==> src/rtl/mbx_lock_pkg.sv <==
package mbx_lock_pkg;
   localparam int unsigned CC_W = 8;
   localparam logic [3:0] CC_PASS_HI = 4'h4;
   localparam logic [CC_W-1:0] CC_BUSY = 8'h80;
   localparam logic [CC_W-1:0] CC_FAIL = 8'h81;

   typedef enum logic [1:0] {
      ST_FREE = 2'd0,
      ST_HELD = 2'd1,
      ST_READ = 2'd2
   } lock_state_e;
endpackage

==> src/rtl/mbx_txn_id_gen.sv <==
module mbx_txn_id_gen #(
   parameter int unsigned ID_W = 4
) (
   input  logic            clk,
   input  logic            rst_n,
   input  logic            adv_i,
   output logic [ID_W-1:0] id_o
);
   logic [ID_W-1:0] nxt_q;

   always_ff @(posedge clk or negedge rst_n) begin
      if (!rst_n) begin
         nxt_q <= '0;
      end else if (adv_i) begin
         nxt_q <= nxt_q + 1'b1;
      end
   end

   assign id_o = nxt_q;
endmodule

==> src/rtl/mbx_low_timer.sv <==
module mbx_low_timer #(
   parameter int unsigned LIMIT  = 200000,
   parameter bit          ENABLE = 1'b1
) (
   input  logic clk,
   input  logic rst_n,
   input  logic clear_i,
   input  logic run_i,
   input  logic low_i,
   input  logic dis_i,
   output logic expire_o
);
   localparam int unsigned CNT_W = $clog2(LIMIT + 1);
   localparam logic [CNT_W-1:0] LAST = CNT_W'(LIMIT - 1);

   if (LIMIT < 2) begin : g_bad_limit
      $error("mbx_low_timer: LIMIT must be at least 2");
   end

   if (ENABLE) begin : g_timer
      logic [CNT_W-1:0] cnt_q;
      logic             tick;

      assign tick = run_i && low_i && !dis_i;

      always_ff @(posedge clk or negedge rst_n) begin
         if (!rst_n) begin
            cnt_q <= '0;
         end else if (clear_i) begin
            cnt_q <= '0;
         end else if (tick) begin
            cnt_q <= (cnt_q == LAST) ? '0 : cnt_q + 1'b1;
         end
      end

      assign expire_o = tick && (cnt_q == LAST);
   end else begin : g_no_timer
      assign expire_o = 1'b0;
   end
endmodule

==> src/rtl/mbx_lock_fsm.sv <==
module mbx_lock_fsm
   import mbx_lock_pkg::*;
#(
   parameter int unsigned ID_W = 4
) (
   input  logic            clk,
   input  logic            rst_n,
   input  logic            send_i,
   input  logic            get_i,
   input  logic [ID_W-1:0] get_id_i,
   input  logic            rsp_ready_i,
   input  logic            fcs_done_i,
   input  logic            fcs_abort_i,
   input  logic            expire_i,
   input  logic [ID_W-1:0] new_id_i,
   output logic            acquire_o,
   output logic            locked_o,
   output logic            cc_valid_o,
   output logic [CC_W-1:0] cc_o,
   output logic            abort_fcs_o
);
   lock_state_e     st_q, st_d;
   logic [ID_W-1:0] held_q;
   logic            id_match, get_ok, get_wait, get_bad, send_busy;
   logic            cv_d, ab_d;
   logic [CC_W-1:0] cc_d;

   assign locked_o  = (st_q != ST_FREE);
   assign id_match  = get_i && locked_o && (get_id_i == held_q);
   assign get_ok    = id_match && rsp_ready_i;
   assign get_wait  = id_match && !rsp_ready_i;
   assign get_bad   = get_i && !id_match;
   assign acquire_o = send_i && !get_i && !locked_o;
   assign send_busy = send_i && !get_i && locked_o;

   always_comb begin
      st_d = st_q;
      if (expire_i) begin
         st_d = ST_FREE;
      end else if (st_q == ST_READ && fcs_done_i) begin
         st_d = ST_FREE;
      end else if (st_q == ST_READ && fcs_abort_i) begin
         st_d = ST_HELD;
      end else if (get_ok) begin
         st_d = ST_READ;
      end else if (acquire_o) begin
         st_d = ST_HELD;
      end
   end

   always_comb begin
      cv_d = 1'b0;
      ab_d = 1'b0;
      cc_d = '0;
      if (get_ok) begin
         cv_d = 1'b1;
         cc_d = {CC_PASS_HI, held_q};
      end else if (get_wait) begin
         ab_d = 1'b1;
      end else if (get_bad) begin
         cv_d = 1'b1;
         cc_d = CC_FAIL;
      end else if (acquire_o) begin
         cv_d = 1'b1;
         cc_d = {CC_PASS_HI, new_id_i};
      end else if (send_busy) begin
         cv_d = 1'b1;
         cc_d = CC_BUSY;
      end
   end

   always_ff @(posedge clk or negedge rst_n) begin
      if (!rst_n) begin
         st_q        <= ST_FREE;
         held_q      <= '0;
         cc_valid_o  <= 1'b0;
         cc_o        <= '0;
         abort_fcs_o <= 1'b0;
      end else begin
         st_q        <= st_d;
         cc_valid_o  <= cv_d;
         cc_o        <= cc_d;
         abort_fcs_o <= ab_d;
         if (acquire_o) begin
            held_q <= new_id_i;
         end
      end
   end
endmodule

==> src/rtl/mbx_lock_ctrl.sv <==
module mbx_lock_ctrl
   import mbx_lock_pkg::*;
#(
   parameter int unsigned ID_W        = 4,
   parameter int unsigned TMO_CYCLES  = 200000,
   parameter bit          HAS_TIMEOUT = 1'b1
) (
   input  logic            clk,
   input  logic            rst_n,
   input  logic            send_i,
   input  logic            get_i,
   input  logic [ID_W-1:0] get_id_i,
   input  logic            bus_low_i,
   input  logic            fcs_done_i,
   input  logic            fcs_abort_i,
   input  logic            rsp_ready_i,
   input  logic            tmo_disable_i,
   output logic            cc_valid_o,
   output logic [CC_W-1:0] cc_o,
   output logic            abort_fcs_o,
   output logic            lock_held_o
);
   if (ID_W != 4) begin : g_bad_id_w
      $error("mbx_lock_ctrl: the ID must fill the low nibble of the code");
   end

   logic            acquire, locked, expire;
   logic [ID_W-1:0] next_id;

   mbx_txn_id_gen #(.ID_W(ID_W)) u_idgen (
      .clk   (clk),
      .rst_n (rst_n),
      .adv_i (acquire),
      .id_o  (next_id)
   );

   mbx_low_timer #(.LIMIT(TMO_CYCLES), .ENABLE(HAS_TIMEOUT)) u_timer (
      .clk      (clk),
      .rst_n    (rst_n),
      .clear_i  (acquire),
      .run_i    (locked),
      .low_i    (bus_low_i),
      .dis_i    (tmo_disable_i),
      .expire_o (expire)
   );

   mbx_lock_fsm #(.ID_W(ID_W)) u_fsm (
      .clk         (clk),
      .rst_n       (rst_n),
      .send_i      (send_i),
      .get_i       (get_i),
      .get_id_i    (get_id_i),
      .rsp_ready_i (rsp_ready_i),
      .fcs_done_i  (fcs_done_i),
      .fcs_abort_i (fcs_abort_i),
      .expire_i    (expire),
      .new_id_i    (next_id),
      .acquire_o   (acquire),
      .locked_o    (locked),
      .cc_valid_o  (cc_valid_o),
      .cc_o        (cc_o),
      .abort_fcs_o (abort_fcs_o)
   );

   assign lock_held_o = locked;
endmodule

==> config.mk <==
export PLATFORM = sky130hd
export DESIGN_NAME = mbx_lock_ctrl
export DESIGN_NICKNAME = d
export VERILOG_FILES = /design/src/rtl/mbx_lock_pkg.sv /design/src/rtl/mbx_txn_id_gen.sv /design/src/rtl/mbx_low_timer.sv /design/src/rtl/mbx_lock_fsm.sv /design/src/rtl/mbx_lock_ctrl.sv
export SDC_FILE = /design/constraint.sdc
export NUM_CORES = 1
export LEC_CHECK = 0
export BUFFER_PORTS_ARGS = -buffer_cell sky130_fd_sc_hd__buf_2
export CAP_MARGIN = 20
export CORE_MARGIN = 8
export CORE_UTILIZATION = 25
export CTS_CLUSTER_DIAMETER = 60
export DETAILED_ROUTE_END_ITERATION = 6
export MAX_ROUTING_LAYER = met4
export SLEW_MARGIN = 20
export SYNTH_ARGS = -nofsm -noshare
export SYNTH_HDL_FRONTEND = slang
export SYNTH_SLANG_ARGS = --single-unit
==> constraint.sdc <==
create_clock -name clk -period 4.2 [get_ports clk]
set_input_delay 1.05 -clock clk [delete_from_list [all_inputs] [get_ports clk]]
set_output_delay 1.05 -clock clk [all_outputs]
set_load 0.01 [all_outputs]
==> metrics <==
status complete, no violations; Post-synth top cells 36 x dfrtp_1, 22 x nand2_1, 17 x nor2_1; Die Width 101 um; Setup violations, final 0; syn_area_per_cell 9.87 um^2; total gr overflow 0; TritonCTS buffer count 5; Max H-tree Level 2; gpl congestion 0.783; final WL 3.68 mm; Post-Synth Simple-Gate Area 26.7%; skew final 4.28 ps; Die Area 10300 um^2; post-route setup TNS 0 ps; Slew HR 46.4%; Max Cap Violations 0; hold_sp u_idgen.id_o[3]$_DFFE_PN0N_; share of synthesized area spent on multiplexers 1.71%; Post-CTS Resized 0; layout cells sized above 1 19.0%; Synth Area in Adders 1.37%; clock sinks 36; HP Class reg2reg; WP data arrival 1320 ps; f_max 423 MHz; Routed Antenna Nets 0; vias in the first global route 1355; Syn Inst Count 185; largest net degree at the start of global routing 37; Slew Viols, Final 0; clk root buf clkbuf_8; NumNets Final 224; post-synthesis compound-gate area fraction 8.09%; DR vias/cell 4.41; min Tclk post-route 2370 ps; Power Dens Cells 471 nW/um^2; Yosys top cell by area dfrtp_1; RSZ-0062 raised after global routing no; DR vias 1362; crit end category output port; Total GRT Usage 8.24%; xor and xnor fraction of the mapped netlist area 8.64%; startpoint types register; DRT iter0 DRCs 66; Hold Vio Cnt, Final 0; initial core utilization 25.4%; I/O pin cnt 24; final setup margin 1830 ps; Rows 31; Avg WL per Cell 11.9 um; Distinct cells, synth 39; FFs w/ async S/R, synth 100%; Clock Latency Late Sink 290 ps; Clock Pin Slew Worst Setup and Hold Paths 70 ps; Core Area 7180 um^2; Residual DRC 0; top cells by area, synth dfrtp_1 49%, xnor2_1 4.8%, nand2_1 4.5%; worst reg2reg startpoint u_timer.g_timer.cnt_q[6]$_DFFE_PN0P_; Yosys top cell area share 49.3%; number of port buffers 21; number of flops mapped to enable cells by yosys 0; worst endpoint required time 3150 ps; leak pwr 0.936 nW; synthesized flop and latch total 36; post-CTS setup buffers 0; Max Root-Sink Buffers 2; top-count cell post-synth dfrtp_1; Max IR drop VDD 0.134 mV; Critical Path Source u_fsm.st_q[0]$_DFFE_PN0P_; Syn. warnings 0; CP Max Fanout 5; largest family of logic cells by synthesized area simple AND/OR/NAND/NOR gates; Cell Area, Synth 1830 um^2; filler instances 762; Main synth FF type dfrtp_1; fin crit share 56.3%; drt pass-1 iters 4; Layout area overhead 15.3%; Least-Margin Pin Slew 804 ps; Die Ht 101 um; first-pass GRT wire length 6.46 mm; CP Class reg2out; Seq/Total Area, Yosys 49.3%; initial antenna violation count 0; Antenna Cells 0; CTS tree yes; CTS Hold Bufs 0; HPWL after DPL 2.67 mm; DP Worst Slack 1660 ps
==> cell usage in the layout, fill, tap and decap left out, types with 2 or more instances in the layout <==
cell      synthesis  final
dfrtp_1          36     36
nand2_1          22     22
buf_2             0     21
nor2_1           17     17
o21ai_0          12     12
xnor2_1          10     10
nand3_1           9      9
xor2_1            8      8
inv_1             8      8
a21oi_1           7      7
nand4_1           7      7
and3_1            6      6
clkbuf_8          0      5
nand2b_1          4      4
nor3_2            3      3
nor3_1            2      2
and2_1            2      2
and4_1            2      2
nor4_2            2      2
o22ai_1           2      2
mux2i_1           2      2
nand3b_1          2      2
ha_1              2      2
conb_1            1      2
clkinv_2          0      2
==> state kept, by name, summed over array words and instances, names as in the netlist <==
signal,count
u_fsm.abort_fcs_o,1
u_fsm.cc_valid_o,1
u_fsm.st_q,2
u_idgen.id_o,4
u_fsm.held_q,4
u_fsm.cc_o,6
u_timer.g_timer.cnt_q,18
==> report_power, final <==
part           switching, W  internal [W]  leakage, nW  total, W
sequential        0.0000914      0.000428        0.465  0.000519
combinational      0.000120      0.000109        0.423  0.000229
clock              0.000128      0.000116       0.0479  0.000244
total              0.000340      0.000652        0.936  0.000992
==> layout make-up <==
class	count	area, um^2	area share (%)
inverter	8	30.0	1.43
sequential	36	901	42.8
tap	99	124	5.89
clock buffer	5	68.8	3.27
multi-input combinational	137	857	40.7
timing repair buffer	21	105	4.99
clock inverter	3	18.8	0.892
==> cells by family (layout without fill, tap and decap cells) <==
kind of cell	count (synthesis)	in the layout
muxes	3	3
xor gates and xnor gates	18	18
other	1	2
AOI/OAI and AO/OA	25	25
and+or+nand+nor	87	87
buffers and inverters	13	37
adders and majority gates	2	2
DFF	36	36
==> critical path, stage by stage (launching register included) <==
cell and delay, ps:
dfrtp_1 410, nor2_1 260, inv_1 180, buf_2 180
==> per-stage QoR <==
step	hold WS [ps]	utilization [%]	power, W	area (um^2)	instances
floorplan	445	-	0.000685	1830	186
global placement	462	28.1	0.000753	2020	301
detailed placement	467	28.1	0.000758	2020	301
CTS	480	29.3	0.00101	2100	309
global route	514	29.3	0.00107	2100	309
finish	474	29.3	0.000992	2100	309
==> routing by layer <==
layer | wire length (um) | share of wire (%) | GRT usage, %
met1 | 1670 | 45 | 9.61
met2 | 1670 | 45 | 12.4
met3 | 259 | 7.0 | 2.89
met4 | 76 | 2.1 | 3.78
met5 | 0 | 0 | -
==> worst paths after layout <==
kind / depth (start not counted) / slack [ps] / to
min reg2reg: 1 / 470 / u_idgen.id_o[3]$_DFFE_PN0N_
min in group asynchronous: 1 / 850 / u_timer.g_timer.cnt_q[11]$_DFFE_PN0P_
max: 3 / 1830 / lock_held_o
max in group asynchronous: 1 / 2850 / u_timer.g_timer.cnt_q[9]$_DFFE_PN0P_
min: 1 / 470 / u_idgen.id_o[3]$_DFFE_PN0N_
max reg2reg: 4 / 2190 / u_timer.g_timer.cnt_q[0]$_DFFE_PN0P_
Note: power is estimated with default switching activity, not from simulation.
